--- src/rtl/link_pwr_pkg.sv ---
package link_pwr_pkg;

  typedef enum logic [3:0] {
    ST_FS,
    ST_HS,
    ST_CHECK,
    ST_SUSP,
    ST_WAKE,
    ST_CHIRP_TX,
    ST_CHIRP_RX,
    ST_RES_TX,
    ST_RES_WAIT
  } lps_state_e;

  localparam logic [1:0] LS_SE0 = 2'b00;
  localparam logic [1:0] LS_J   = 2'b01;
  localparam logic [1:0] LS_K   = 2'b10;

  localparam logic [1:0] OPM_NORM = 2'b00;
  localparam logic [1:0] OPM_RAW  = 2'b10;

endpackage

--- src/rtl/ms_counter.sv ---
module ms_counter #(
  parameter int W = 4
) (
  input  logic         clk,
  input  logic         rst_n,
  input  logic         clr,
  input  logic         tick,
  output logic [W-1:0] cnt
);

  logic [W-1:0] cnt_nx;

  // saturating count of millisecond ticks since the last clear
  always_comb begin
    if (clr)
      cnt_nx = '0;
    else if (tick && (cnt != {W{1'b1}}))
      cnt_nx = cnt + W'(1);
    else
      cnt_nx = cnt;
  end

  always_ff @(posedge clk or negedge rst_n) begin
    if (!rst_n)
      cnt <= '0;
    else
      cnt <= cnt_nx;
  end

endmodule

--- src/rtl/hub_chirp_det.sv ---
module hub_chirp_det
  import link_pwr_pkg::*;
#(
  parameter int MIN_HOLD = 8,
  parameter int PAIRS    = 3
) (
  input  logic       clk,
  input  logic       rst_n,
  input  logic       en,
  input  logic [1:0] line,
  output logic [1:0] line_prev,
  output logic       hub_ok
);

  localparam int HW = $clog2(MIN_HOLD + 2);
  localparam int PW = $clog2(PAIRS + 1);

  logic [HW-1:0] hold_q, hold_nx;
  logic [PW-1:0] pairs_q, pairs_nx;
  logic          want_k_q, want_k_nx;
  logic          qual;

  // hold_nx = number of consecutive samples equal to the current line
  always_comb begin
    if (line != line_prev)
      hold_nx = HW'(1);
    else if (hold_q == HW'(MIN_HOLD + 1))
      hold_nx = hold_q;
    else
      hold_nx = hold_q + HW'(1);
    qual = (hold_nx == HW'(MIN_HOLD));
  end

  always_comb begin
    pairs_nx  = pairs_q;
    want_k_nx = want_k_q;
    hub_ok    = 1'b0;
    if (!en) begin
      pairs_nx  = '0;
      want_k_nx = 1'b1;
    end else if (qual) begin
      case (line)
        LS_K: begin
          if (!want_k_q) pairs_nx = '0;
          want_k_nx = 1'b0;
        end
        LS_J: begin
          if (!want_k_q) begin
            pairs_nx = pairs_q + PW'(1);
            hub_ok   = (pairs_q + PW'(1)) == PW'(PAIRS);
          end else begin
            pairs_nx = '0;
          end
          want_k_nx = 1'b1;
        end
        default: begin
          pairs_nx  = '0;
          want_k_nx = 1'b1;
        end
      endcase
    end
  end

  always_ff @(posedge clk or negedge rst_n) begin
    if (!rst_n) begin
      line_prev <= LS_J;
      hold_q    <= HW'(MIN_HOLD + 1);
      pairs_q   <= '0;
      want_k_q  <= 1'b1;
    end else begin
      line_prev <= line;
      hold_q    <= hold_nx;
      pairs_q   <= pairs_nx;
      want_k_q  <= want_k_nx;
    end
  end

endmodule

--- src/rtl/link_state_ctrl.sv ---
module link_state_ctrl
  import link_pwr_pkg::*;
#(
  parameter int IDLE_MS       = 3,
  parameter int CHIRP_TX_MS   = 1,
  parameter int HUB_WAIT_MS   = 3,
  parameter int RESUME_MS     = 2,
  parameter int CHIRP_MIN_CYC = 8,
  parameter int HUB_PAIRS     = 3,
  parameter int SETTLE_CYC    = 4
) (
  input  logic       clk,
  input  logic       rst_n,
  input  logic       ms_tick,
  input  logic [1:0] line_st,
  input  logic       wake_req,
  output logic       xcvr_hs,
  output logic       term_hs,
  output logic       susp_n,
  output logic [1:0] op_mode,
  output logic       tx_valid
);

  localparam int TW = $clog2(IDLE_MS + CHIRP_TX_MS + HUB_WAIT_MS + RESUME_MS + 1);
  localparam int SW = $clog2(SETTLE_CYC + 1);

  lps_state_e    state_q, state_nx;
  logic          was_hs_q, was_hs_nx;
  logic [SW-1:0] settle_q, settle_nx;
  logic [TW-1:0] idle_cnt, st_cnt;
  logic [1:0]    line_prev;
  logic          hub_ok, idle_run, idle_clr, st_clr, idle_done, settled;

  hub_chirp_det #(
    .MIN_HOLD (CHIRP_MIN_CYC),
    .PAIRS    (HUB_PAIRS)
  ) u_hub (
    .clk       (clk),
    .rst_n     (rst_n),
    .en        (state_q == ST_CHIRP_RX),
    .line      (line_st),
    .line_prev (line_prev),
    .hub_ok    (hub_ok)
  );

  ms_counter #(.W(TW)) u_idle (
    .clk   (clk),
    .rst_n (rst_n),
    .clr   (idle_clr),
    .tick  (ms_tick),
    .cnt   (idle_cnt)
  );

  ms_counter #(.W(TW)) u_state (
    .clk   (clk),
    .rst_n (rst_n),
    .clr   (st_clr),
    .tick  (ms_tick),
    .cnt   (st_cnt)
  );

  // inactivity qualifier: line unchanged and at the idle value of the mode
  always_comb begin
    case (state_q)
      ST_HS:   idle_run = (line_st == LS_SE0) && (line_st == line_prev);
      ST_FS:   idle_run = ((line_st == LS_J) || (line_st == LS_SE0)) &&
                          (line_st == line_prev);
      default: idle_run = 1'b0;
    endcase
    idle_done = idle_cnt >= TW'(IDLE_MS);
    settled   = settle_q == SW'(SETTLE_CYC);
    st_clr    = state_nx != state_q;
    idle_clr  = !idle_run || st_clr;
    settle_nx = ((state_q == ST_CHECK) && !settled) ? settle_q + SW'(1) : '0;
  end

  always_comb begin
    state_nx  = state_q;
    was_hs_nx = was_hs_q;
    case (state_q)
      ST_FS:
        if (idle_run && idle_done)
          state_nx = (line_st == LS_J) ? ST_SUSP : ST_CHIRP_TX;
      ST_HS:
        if (idle_run && idle_done) state_nx = ST_CHECK;
      ST_CHECK:
        if (settled) begin
          if (line_st == LS_J)        state_nx = ST_SUSP;
          else if (line_st == LS_SE0) state_nx = ST_CHIRP_TX;
          else                        state_nx = ST_FS;
        end
      ST_SUSP:
        if ((line_prev == LS_J) && (line_st == LS_K)) state_nx = ST_WAKE;
        else if (wake_req)                            state_nx = ST_RES_TX;
      ST_WAKE:
        if ((line_prev == LS_K) && (line_st == LS_SE0))
          state_nx = was_hs_q ? ST_HS : ST_FS;
      ST_CHIRP_TX:
        if (st_cnt >= TW'(CHIRP_TX_MS)) state_nx = ST_CHIRP_RX;
      ST_CHIRP_RX:
        if (hub_ok) begin
          state_nx  = ST_HS;
          was_hs_nx = 1'b1;
        end else if (st_cnt >= TW'(HUB_WAIT_MS)) begin
          state_nx  = ST_FS;
          was_hs_nx = 1'b0;
        end
      ST_RES_TX:
        if (st_cnt >= TW'(RESUME_MS)) state_nx = ST_RES_WAIT;
      ST_RES_WAIT:
        if (line_st == LS_SE0) state_nx = was_hs_q ? ST_HS : ST_FS;
      default: state_nx = ST_FS;
    endcase
  end

  always_ff @(posedge clk or negedge rst_n) begin
    if (!rst_n) begin
      state_q  <= ST_FS;
      was_hs_q <= 1'b0;
      settle_q <= '0;
    end else begin
      state_q  <= state_nx;
      was_hs_q <= was_hs_nx;
      settle_q <= settle_nx;
    end
  end

  // output decode
  always_comb begin
    xcvr_hs  = 1'b0;
    term_hs  = 1'b0;
    susp_n   = 1'b1;
    op_mode  = OPM_NORM;
    tx_valid = 1'b0;
    case (state_q)
      ST_HS: begin
        xcvr_hs = 1'b1;
        term_hs = 1'b1;
      end
      ST_SUSP: susp_n = 1'b0;
      ST_CHIRP_TX: begin
        xcvr_hs  = 1'b1;
        op_mode  = OPM_RAW;
        tx_valid = 1'b1;
      end
      ST_CHIRP_RX: xcvr_hs = 1'b1;
      ST_RES_TX: begin
        op_mode  = OPM_RAW;
        tx_valid = 1'b1;
      end
      default: ;
    endcase
  end

endmodule

--- config.mk ---
export PLATFORM = sky130hd
export DESIGN_NAME = link_state_ctrl
export DESIGN_NICKNAME = d
export VERILOG_FILES = /design/src/rtl/link_pwr_pkg.sv /design/src/rtl/ms_counter.sv /design/src/rtl/hub_chirp_det.sv /design/src/rtl/link_state_ctrl.sv
export SDC_FILE = /design/constraint.sdc
export NUM_CORES = 1
export LEC_CHECK = 0
export CORE_UTILIZATION = 45
export CTS_CLUSTER_SIZE = 14
export DETAILED_ROUTE_END_ITERATION = 6
export DONT_BUFFER_PORTS = 1
export SYNTH_ARGS = -nofsm -noshare
export SYNTH_HDL_FRONTEND = slang
export SYNTH_SLANG_ARGS = --single-unit
export TNS_END_PERCENT = 50
--- constraint.sdc ---
create_clock -name clk -period 3.3 [get_ports clk]
set_clock_uncertainty 0.15 [all_clocks]
set_input_delay 0.33 -clock clk [delete_from_list [all_inputs] [get_ports clk]]
set_output_delay 0.33 -clock clk [all_outputs]
set_load 0.02 [all_outputs]
---- After elaboration in Yosys (flattened, before gate mapping) ----
Index checks and enable logic that the tools add are counted.
word-level totals
  bits in registers ....................... 25
  latch bits .............................. 0
  bits in writable memories ............... 0
  ROM bits ................................ 0
  bits of input ports ..................... 6
  output and inout port bits .............. 6
  logic and storage cells ................. 105
  memories ................................ 0
operators by class
  add/subtract/negate cells ............... 5
  $mul .................................... 0
  div/mod/pow operators ................... 0
  order comparisons ....................... 4
  eq/ne operators ......................... 23
  shift operators ......................... 0
  muxes and demuxes ....................... 43
  bitwise operators ....................... 0
  reductions and logical operators ........ 21
operators by type and width
  cell                   number
  $mux W4                17
  $pmux W4 S9            1
  $eq A4 B3 Y1 const B   4
  $mux W1                14
  $add A4 B1 Y4 const B  3
  $eq A4 B4 Y1 const B   3
  $ge A4 B2 Y1 const B   3
  $mux W3                4
  $mux W2                5
  $eq A4 B2 Y1 const B   2
  $logic_and A1 B1 Y1    8
  $ne A4 B4 Y1 const B   2
  $eq A2 B2 Y1 const B   3
  $reduce_bool A2 Y1     3
  $eq A2 B1 Y1 const B   2
  $eq A4 B1 Y1 const B   1
  $ge A4 B1 Y1 const B   1
  $logic_not A4 Y1       1
  $ne A4 B4 Y1           1
  $pmux W2 S2            1
  $reduce_and A2 Y1      2
  $add A3 B1 Y3 const B  1
  $eq A3 B3 Y1 const B   1
  $ne A3 B3 Y1 const B   1
  10 further kinds       12

---- Depth between registers and ports, before layout ----
Gate-level depths: netlist (run 1).
  depth after elaboration ................. 11
  gate-level depth with buffers ........... 9

---- Hierarchy ----
A second synthesis (run 1) with hierarchy kept.
unflattened totals
  cell total of the unflattened synthesis .. 187
  area total of the unflattened synthesis .. 1815.5 um^2
modules (own cells, without submodules)
  module           instances  cells each  area each (um^2)
  link_state_ctrl  1          99          824.5
  hub_chirp_det    1          48          533.0
  ms_counter       2          20          229.0

---- Least setup slack after synthesis (run 1) ----
No wires, ideal clock.
  path kind ............................... reg2reg
  start ................................... register u_hub.hold_q[0]
  end ..................................... register u_state.cnt[2]
  setup time .............................. 0.096 ns
  arrival ................................. 2.713 ns
  data required time ...................... 3.054 ns
  path slack .............................. 0.342 ns
  stages on the path, launching flop included .. 9
  path buffers ............................ 0
  path through ............................ dfstp_2 -> ha_1 -> nand3b_4 -> or3_1 -> a221o_2 -> o211a_4 -> a2111o_1 -> a22o_2 -> nor4_2
between the ends
  longest elaborated chain between the ends .. 10
  elaborated cells on any way between the ends .. 12
  classes of those cells .................. 1 x add/sub; 3 x eq/ne; 7 x mux; 1 x reduce/logical
ends and longest elaborated chain
  element                                        line                                      text
  start: declaration                             hub_chirp_det.sv:18                       logic [HW-1:0] hold_q, hold_nx;
  start signal: assignment                       hub_chirp_det.sv:67                       hold_q <= HW'(MIN_HOLD + 1);
  start signal: assignment                       hub_chirp_det.sv:72                       hold_q <= hold_nx;
  $add A4 B1 Y4 or $eq A4 B4 Y1 (tied branches)  hub_chirp_det.sv:30, hub_chirp_det.sv:27
  $mux W4 (*)                                    hub_chirp_det.sv:27                       else if (hold_q == HW'(MIN_HOLD + 1))
  $mux W4 (*)                                    hub_chirp_det.sv:25                       if (line != line_prev)
  $eq A4 B4 Y1 (*)                               hub_chirp_det.sv:31                       qual = (hold_nx == HW'(MIN_HOLD));
  $mux W1 (*)                                    hub_chirp_det.sv:41                       end else if (qual) begin
  $mux W1 (*)                                    hub_chirp_det.sv:38                       if (!en) begin
  $mux W4 (*)                                    link_state_ctrl.sv:101                    if (hub_ok) begin
  $pmux W4 S9 (*)                                link_state_ctrl.sv:80                     case (state_q)
  $ne A4 B4 Y1 (*)                               link_state_ctrl.sv:72                     st_clr = state_nx != state_q;
  $mux W4 or $reduce_bool A2 Y1 (tied branches)  --
  end signal: assignment                         ms_counter.sv:27                          cnt <= cnt_nx;
  end: declaration                               ms_counter.sv:8                           output logic [W-1:0] cnt
Every way passes the cells marked *; elsewhere a longest branch is shown, timed or not.
A chain may end at the register's enable or synchronous reset.

---- Final worst setup path (run 1) ----
  start ................................... register u_hub.hold_q[0]
  end ..................................... register u_idle.cnt[0]
between the ends
  longest elaborated chain between the ends .. 11
  elaborated cells on any way between the ends .. 13
  classes of those cells .................. 1 x add/sub; 3 x eq/ne; 7 x mux; 2 x reduce/logical
ends and longest elaborated chain
  element                                        line                                      text
  $add A4 B1 Y4 or $eq A4 B4 Y1 (tied branches)  hub_chirp_det.sv:30, hub_chirp_det.sv:27
  $mux W4 (*)                                    hub_chirp_det.sv:27
  $mux W4 (*)                                    hub_chirp_det.sv:25
  $eq A4 B4 Y1 (*)                               hub_chirp_det.sv:31
  $mux W1 (*)                                    hub_chirp_det.sv:41
  $mux W1 (*)                                    hub_chirp_det.sv:38
  $mux W4 (*)                                    link_state_ctrl.sv:101
  $pmux W4 S9 (*)                                link_state_ctrl.sv:80
  $ne A4 B4 Y1 (*)                               link_state_ctrl.sv:72
  $logic_or A1 B1 Y1 (*)                         link_state_ctrl.sv:73                     idle_clr = !idle_run || st_clr;
  $mux W4 or $reduce_bool A2 Y1 (tied branches)  --
  end signal: assignment                         ms_counter.sv:27
  end: declaration                               ms_counter.sv:8
Marked as above.

==> qor.yml, run 1 <==
clock_network:
  insertion_delay_ps: 270
  clk_pin_slew_ps: 90
  cts_tree: "done"
  cts_buffer_depth: 2
  cts_root_buf: "clkbuf_8"
  numCtsBuffers: 3
  htreeDepth: 1
  cts_sinks: 25
die:
  rows: 21
  start_util_pct: 48.8
  fp.dieW_microns: 63.3
  ioPinCount: 12
  die_height_microns: 63.3
  dieArea_sq_um: 4010
  core_sq_um: 3470
run_status:
  outcome: "complete, no violations"
synthesis:
  yosysTopAreaCellShare_pct: 31.0
  syn_avg_cell_area_sq_um: 9.10
  synthCells: 186
  yosys-top-cells-area: "dfrtp_1, ha_1, dfstp_2, xnor2_1, nor2_1"
  synth_flop_cell: "dfrtp_1"
  synth_edf_count: 0
  async_flop_share_pct: 100
  yosys.area.top_type: "dfrtp_1"
  synthDistinctLibCells: 52
  ys_warn_count: 0
  synth-seq-area-share_pct: 37.3
  netlist_area_sq_um: 1690
  ys_ff_latch: 25
power:
  power_mw: 1.07
  ir_worst_vdd_mv: 0.336
  p_leak_nw: 0.752
  switching_share_pct: 42.1
  p_per_area_nw_per_um2: 586
  share_seq_of_total_power_pct: 40.1
  comb_power_share_pct: 42.9
  switching_power_mw: 0.450
  p_clk_share_pct: 17.1
  intPower_mw: 0.619
critical_path:
  path_cells: "ha_2 -> nand3b_4 -> or3_1 -> a221o_2 -> o211a_4 -> a2111o_1 -> a22o_2 -> nor4_1"
  cpMaxStageDelayCell: "dfstp_2"
  r2r-start: "u_hub.hold_q[0]"
  critPathKind: "reg -> reg"
  crit_start: "u_hub.hold_q[0]"
  crit_buf_inv: 0
  critPathMaxFanout: 9
  cp.required_ps: 3320
  worstSetupEndpointType: "register"
  start_kind: "register"
  slowest_delay_ps: 610
  cp.arrival_ps: 3170
  path_delay_family: "compound AO/OA/AOI/OAI gates"
place:
  gp_congestion: 0.824
  io_buffer_count: 0
  postPlaceCellArea_sq_um: 1720
  place_hpwl_microns: 2590
timing:
  holdWs_ps: 84.5
  rsz0062_at_grt: "true"
  finalCriticalPeriod_ps: 3150
  fmaxAchievable_ghz: 0.318
  slew_viol_final: 0
  worst_pin_slew_ps: 569
  hold_violations: 0
  fin_crit_sh_pct: 95.4
  setup_viol: 0
  relSlewSlack_pct: 61.5
job:
  maxCapViolCount: 0
finish:
  area_delta_synth_final_pct: 7.83
  antenna_cells: 0
  final_area_sq_um: 1830
  layout-drive-gt1-share_pct: 11.2
  fin_util_pct: 52.6
  final_nets: 204
drt:
  antenna_left: 0
  dr.pass1.iters: 4
  detail_route.vias_per_cell: 5.87
  drc: 0
  drt-total-wl_microns: 3570
  num_vias: 1368
  wl_per_cell_microns: 15.3
  drtIter0Drc: 60
global_routing:
  grt_pass1_vias: 1399
  grt_max_degree: 26
  grt_pass1_wl_microns: 6390
  antenna_found_initial: 0
  grt_overflow_total: 0
  grt_usage_pct: 19.9
min_path:
  hold_path_class: "in -> reg"
  worstHoldStart: "line_st[1]"
per-stage QoR:
stage / setup slack (ps) / TNS, ps / instances
finish: 152 / 0 / 233
global route: -9.61 / -14.9 / 233
CTS: 138 / 0 / 233
detailed placement: 164 / 0 / 225
global placement: 249 / 0 / 225
floorplan: 342 / 0 / 188
layout make-up:
class | count | area, sq um
clock buffer | 3 | 41.3
sequential | 25 | 631
tap | 46 | 57.6
timing repair buffer | 5 | 57.6
fill | 335 | 1640
inverter | 9 | 33.8
clock inverter | 1 | 5.00
multi-input combinational | 144 | 1000
cell usage in the layout (no fill, tap or decap), drive strengths merged, types with 7 or more instances in the layout:
cell	synthesis	routed
ha	10	10
nand3	9	9
a21oi	9	9
nand2	13	13
nor2	15	15
dfrtp	21	21
xnor2	7	7
o21ai	7	7
nand2b	8	8
inv	9	9
sequential cells by signal, indices dropped and copies added (netlist names):
signal	count
state_q	4
u_hub.hold_q	4
u_idle.cnt	4
u_state.cnt	4
settle_q	3
u_hub.line_prev	2
u_hub.pairs_q	2
u_hub.want_k_q	1
was_hs_q	1
worst register-to-register path: cells and delay by family (launching register included):
kind / cells / cell delay (ps)
AO/OA/AOI/OAI: 4 / 1360
AND/OR/NAND/NOR: 3 / 700
flip-flops: 1 / 610
adder cells (fa/ha/maj): 1 / 240
path summary, 6_finish.rpt:
check                             endpoint  slack (ps)  cells after the start
setup reg to reg             u_idle.cnt[0]         150                      8
hold reg to reg                settle_q[0]         320                      1
hold / removal             u_hub.hold_q[0]          80                      2
max in group asynchronous  u_hub.hold_q[0]        2440                      2
setup / recovery             u_idle.cnt[0]         150                      8
min in group asynchronous  u_hub.hold_q[2]         330                      2
timing repair:
item	in CTS	in global routing
gates resized for setup	0	2
hold endpoints to repair	27	0
hold buffers	4	0
endpoints found under the setup margin	0	3
setup buffers	0	0
kinds of logic (layout without fill, tap and decap cells):
family	Yosys count	after routing	share of synthesized area, %
buffers and inverters	19	18	4.66
muxes	3	3	1.77
AOI/OAI and AO/OA	36	36	15.7
adders and majority gates	10	10	7.39
xor gates and xnor gates	9	9	4.66
and+or+nand+nor	83	83	28.4
DFF	25	25	37.3
other	1	3	0.222
synthesized netlist by cell type (4+ instances only):
master / number
inv_1: 9
o21ai_0: 7
nand2b_1: 8
a21oi_1: 9
ha_1: 10
clkbuf_1: 8
nand2_1: 13
nor4_1: 4
nor2_1: 15
nor2b_1: 4
xnor2_1: 7
nand3_1: 9
dfrtp_1: 21
dfstp_2: 4
nor3_1: 6
routing by layer:
metal,vias up,track usage (%),share of wire (%)
met1,661,25.8,47
met5,-,0,0
met3,6,2.54,3.8
met4,0,7.10,1.6
met2,32,33.8,48
li1,669,-,-
power groups by stage:
stage / sequential, mW / clock (mW) / combinational [mW]
floorplan: 0.378 / 0 / 0.408
global route: 0.436 / 0.202 / 0.516
finish: 0.428 / 0.182 / 0.459
CTS: 0.426 / 0.192 / 0.453
detailed placement: 0.432 / 0 / 0.439
global placement: 0.431 / 0 / 0.431
(Power assumes the default switching activity.)
==> inputs of run 2 (changes only) <==
Settings changed: BUFFER_PORTS_ARGS set to -buffer_cell sky130_fd_sc_hd__buf_2, DONT_BUFFER_PORTS 1 to not set.
==> run 2 against run 1 <==
Against the previous run: flip-flop and latch count unchanged; worst hold slack better by 7.5 ps; cell count up 3.4%; total power up 1.6%; routed wire length up 1.2%; global-route usage increased by 0.069 points; maximum frequency up 1.1%.
==> qor.yml, run 2 (same netlist as run 1, synthesis figures left out) <==
clock_network:
  insertion_delay_ps: 270
  cts_buffer_depth: 2
  cts_tree: "done"
  cts_root_buf: "clkbuf_8"
  htreeDepth: 1
  clk_pin_slew_ps: 90
  cts_sinks: 25
  numCtsBuffers: 3
finish:
  layout_commonest_cell: "dfrtp_1"
  antenna_cells: 0
  final_area_sq_um: 1840
  final_nets: 212
  fin_util_pct: 53.1
  area_delta_synth_final_pct: 8.80
  mostFrequentLayoutCells: "dfrtp_1, nor2_1, nand2_1, buf_2"
  layout-drive-gt1-share_pct: 15.9
critical_path:
  critPathKind: "reg -> reg"
  path_cells: "ha_2 -> nand3b_4 -> or3_1 -> a221o_2 -> o211a_4 -> a2111o_1 -> a22o_2 -> nor4_2"
  critPathMaxFanout: 9
  slowest_delay_ps: 590
  cp.required_ps: 3330
  worstSetupEndpointType: "register"
  start_kind: "register"
  cpMaxStageDelayCell: "dfstp_2"
  cp.arrival_ps: 3140
timing:
  holdWs_ps: 91.9
  slew_viol_final: 0
  fin_crit_sh_pct: 94.4
  rsz0062_at_grt: "false"
  relSlewSlack_pct: 60.5
  worst_pin_slew_ps: 587
  setup_tns_ps: 0
  setup_viol: 0
  finalCriticalPeriod_ps: 3110
  hold_violations: 0
  fmaxAchievable_ghz: 0.321
die:
  dieArea_sq_um: 4010
  start_util_pct: 48.8
  ioPinCount: 12
  fp.dieW_microns: 63.3
  rows: 21
  die_height_microns: 63.3
  core_sq_um: 3470
place:
  gp_congestion: 0.846
  postPlaceCellArea_sq_um: 1760
  io_buffer_count: 10
  place_hpwl_microns: 2760
power:
  p_per_area_nw_per_um2: 590
  switching_share_pct: 42.2
  intPower_mw: 0.628
  share_seq_of_total_power_pct: 39.3
  ir_worst_vdd_mv: 0.260
  p_clk_share_pct: 17.0
  p_leak_nw: 0.782
  switching_power_mw: 0.459
  comb_power_share_pct: 43.7
global_routing:
  grt_max_degree: 26
  antenna_found_initial: 0
  grt_usage_pct: 20.0
  grt_overflow_total: 0
  grt_pass1_vias: 1342
  grt_pass1_wl_microns: 6400
drt:
  drtIter0Drc: 79
  detail_route.vias_per_cell: 5.68
  dr.pass1.iters: 4
  drt-total-wl_microns: 3610
  antenna_left: 0
  num_vias: 1368
  drc: 0
  wl_per_cell_microns: 15.0
job:
  maxCapViolCount: 0
run_status:
  outcome: "complete, no violations"
min_path:
  hold_path_class: "in -> reg"
## run 2: cell count changes in the layout (fill, tap and decap cells not counted), sizes merged
cell / previous run / this run
buf: 2 / 12
dlygate4sd3: 3 / 1
## run 2: cell type report
cell class / instances / area [sq um]
multi-input combinational: 144 / 998
fill: 343 / 1630
clock buffer: 3 / 41.3
inverter: 9 / 33.8
tap: 46 / 57.6
timing repair buffer: 13 / 75.1
sequential: 25 / 631
clock inverter: 1 / 5.00
## run 2: path summary, 6_finish.rpt
check	cells past startpoint	slack (ps)	start	endpoint
hold / removal	1	90	line_st[0]	u_hub.line_prev[0]
hold reg to reg	1	310	settle_q[0]	settle_q[0]
min in group asynchronous	2	420	rst_n	u_hub.hold_q[1]
max in group asynchronous	2	2200	rst_n	u_hub.line_prev[0]
setup reg to reg	8	190	u_hub.hold_q[0]	u_state.cnt[2]
setup / recovery	8	190	u_hub.hold_q[0]	u_state.cnt[2]
## run 2: metal layers
metal  routed length, microns  share of wire (%)  up-vias  global-route usage (%)
met5                        0                  0        -                       0
met4                       27               0.75        0                    2.56
met3                      133                3.7        4                    1.63
met2                     1800                 50       32                    34.3
met1                     1650                 46      650                    27.9
li1                         -                  -      682                       -
## run 2: repair_timing
item | CTS | global route
hold buffers | 1 | 0
endpoints found under the hold margin | 21 | 0
setup endpoints to repair | 0 | 6
resized for setup | 0 | 2
setup buffers | 0 | 2
## run 2: power groups by stage
stage	clock [mW]	combinational (mW)	sequential, mW
floorplan	0	0.408	0.378
global placement	0	0.455	0.431
detailed placement	0	0.461	0.433
CTS	0.188	0.464	0.427
global route	0.202	0.532	0.437
finish	0.185	0.475	0.427
## run 2: critical path, delay by kind of cell (launching register included)
kind                       cells  cell delay [ps]
adders and majority gates      1              230
AOI/OAI and AO/OA              4             1340
and+or+nand+nor                3              700
DFF                            1              590
## run 2: metrics by stage
stage	std cells	setup WS, ps	total power, mW
final	241	186	1.09
after global routing	241	8.77	1.17
after CTS	239	117	1.08
after detailed placement	234	126	0.894
after global placement	234	252	0.885
after floorplan	188	342	0.786
==> inputs of run 3 (changes only) <==
Settings changed: GPL_ROUTABILITY_DRIVEN set to 1, GPL_TIMING_DRIVEN set to 0.
==> run 3 against run 2 <==
Against the previous run: sequential share of layout area fell by 0.66 points; flip-flop and latch count did not move; critical endpoint is now u_idle.cnt[1]; critical path type unchanged; register-to-register slack barely moved.
==> qor.yml, run 3 (same netlist as run 1, synthesis figures left out) <==
finish:
  layout-drive-gt1-share_pct: 15.7
  final_area_sq_um: 1880
  layout_commonest_cell: "dfrtp_1"
  antenna_cells: 0
  final_cell_count_no_fill: 250
  area_delta_synth_final_pct: 10.9
  final_nets: 221
  mostFrequentLayoutCells: "dfrtp_1, nor2_1, nand2_1, buf_2"
drt:
  dr.pass1.iters: 4
  wl_per_cell_microns: 14.6
  drc: 0
  antenna_left: 0
  detail_route.vias_per_cell: 5.65
  num_vias: 1412
  drt-total-wl_microns: 3660
  drtIter0Drc: 113
power:
  comb_power_share_pct: 49.0
  intPower_mw: 0.642
  p_per_area_nw_per_um2: 594
  switching_power_mw: 0.473
  ir_worst_vdd_mv: 0.247
  p_clk_share_pct: 16.7
  p_leak_nw: 0.792
  switching_share_pct: 42.5
  power_mw: 1.12
  share_seq_of_total_power_pct: 34.3
timing:
  fin_crit_sh_pct: 94.3
  relSlewSlack_pct: 59.5
  hold_violations: 0
  setup_viol: 0
  layout_setup_ws_ps: 188
  worst_pin_slew_ps: 602
  rsz0062_at_grt: "false"
  finalCriticalPeriod_ps: 3110
  fmaxAchievable_ghz: 0.321
  slew_viol_final: 0
  setup_tns_ps: 0
die:
  ioPinCount: 12
  start_util_pct: 48.8
  rows: 21
  core_sq_um: 3470
  fp.dieW_microns: 63.3
  dieArea_sq_um: 4010
  die_height_microns: 63.3
place:
  gp_congestion: 0.898
  postPlaceCellArea_sq_um: 1810
  io_buffer_count: 10
  place_hpwl_microns: 2710
  place_inst: 244
  pre_cts_ws_ps: 119
clock_network:
  cts_buffer_depth: 2
  cts_root_buf: "clkbuf_8"
  cts_sinks: 25
  clk_pin_slew_ps: 90
  numCtsBuffers: 3
  htreeDepth: 1
  cts_tree: "done"
  insertion_delay_ps: 270
job:
  maxCapViolCount: 0
global_routing:
  antenna_found_initial: 0
  grt_usage_pct: 20.4
  grt_pass1_vias: 1412
  grt_pass1_wl_microns: 6440
  grt_overflow_total: 0
  grt_max_degree: 26
min_path:
  hold_path_class: "in -> reg"
  worstHoldStart: "line_st[0]"
critical_path:
  r2r-start: "u_hub.hold_q[1]"
  worstSetupEndpointType: "register"
  cp.arrival_ps: 3140
  start_kind: "register"
  critPathKind: "reg -> reg"
  crit_start: "u_hub.hold_q[1]"
  cp.required_ps: 3320
  critPathMaxFanout: 9
run_status:
  outcome: "complete, no violations"
run 3: timing repair:
action                     4_1_cts  5_1_grt
setup endpoints to repair        0        6
gates resized for setup          0        2
hold endpoints to repair        21        0
hold buffers                     1        0
buffers inserted                 0        1
run 3: metrics by stage:
step	utilization [%]	hold WS (ps)
after floorplan	-	-116
after global placement	52.1	203
after detailed placement	52.1	218
after CTS	53.8	12.5
after global routing	54.1	12.9
final	54.1	9.57
run 3: path summary, 6_finish.rpt:
kind                            cells after the start  slack (ps)                 end
worst max-delay path                                9         190       u_idle.cnt[1]
min in group asynchronous                           2         440     u_hub.hold_q[2]
worst min-delay path                                1          10  u_hub.line_prev[0]
max in group asynchronous                           2        2160       u_idle.cnt[2]
worst max register to register                      9         190       u_idle.cnt[1]
worst min register to register                      1         330         settle_q[0]
run 3: worst max-delay path: stages, from the launching register on:
cell and delay (ps):
dfrtp_1 450, inv_1 90, ha_2 220, nand3b_4 110, or3_1 320, a221o_2 440
o211a_4 270, nor3_1 380, o21ai_0 270, nor4_1 320
run 3: metal layers:
layer	track usage, %	wire length [microns]	share of wire [%]
met1	26.9	1670	46
met2	34.6	1800	49
met3	2.90	140	3.8
met4	5.40	41	1.1
met5	0	0	0
run 3: power groups by stage:
stage / Sequential (mW) / Combinational [mW] / Clock (mW)
detailed placement: 0.392 / 0.526 / 0
global placement: 0.390 / 0.519 / 0
CTS: 0.386 / 0.529 / 0.192
global route: 0.390 / 0.602 / 0.204
floorplan: 0.378 / 0.408 / 0
finish: 0.383 / 0.546 / 0.186
run 3: layout make-up:
class,count,area [sq um]
Tap cell,46,57.6
Sequential cell,25,631
Clock inverter,1,5.00
Fill cell,343,1590
Timing Repair Buffer,12,67.6
Multi-Input combinational cell,144,997
Clock buffer,3,41.3
Inverter,9,33.8
Buffer,10,45.0
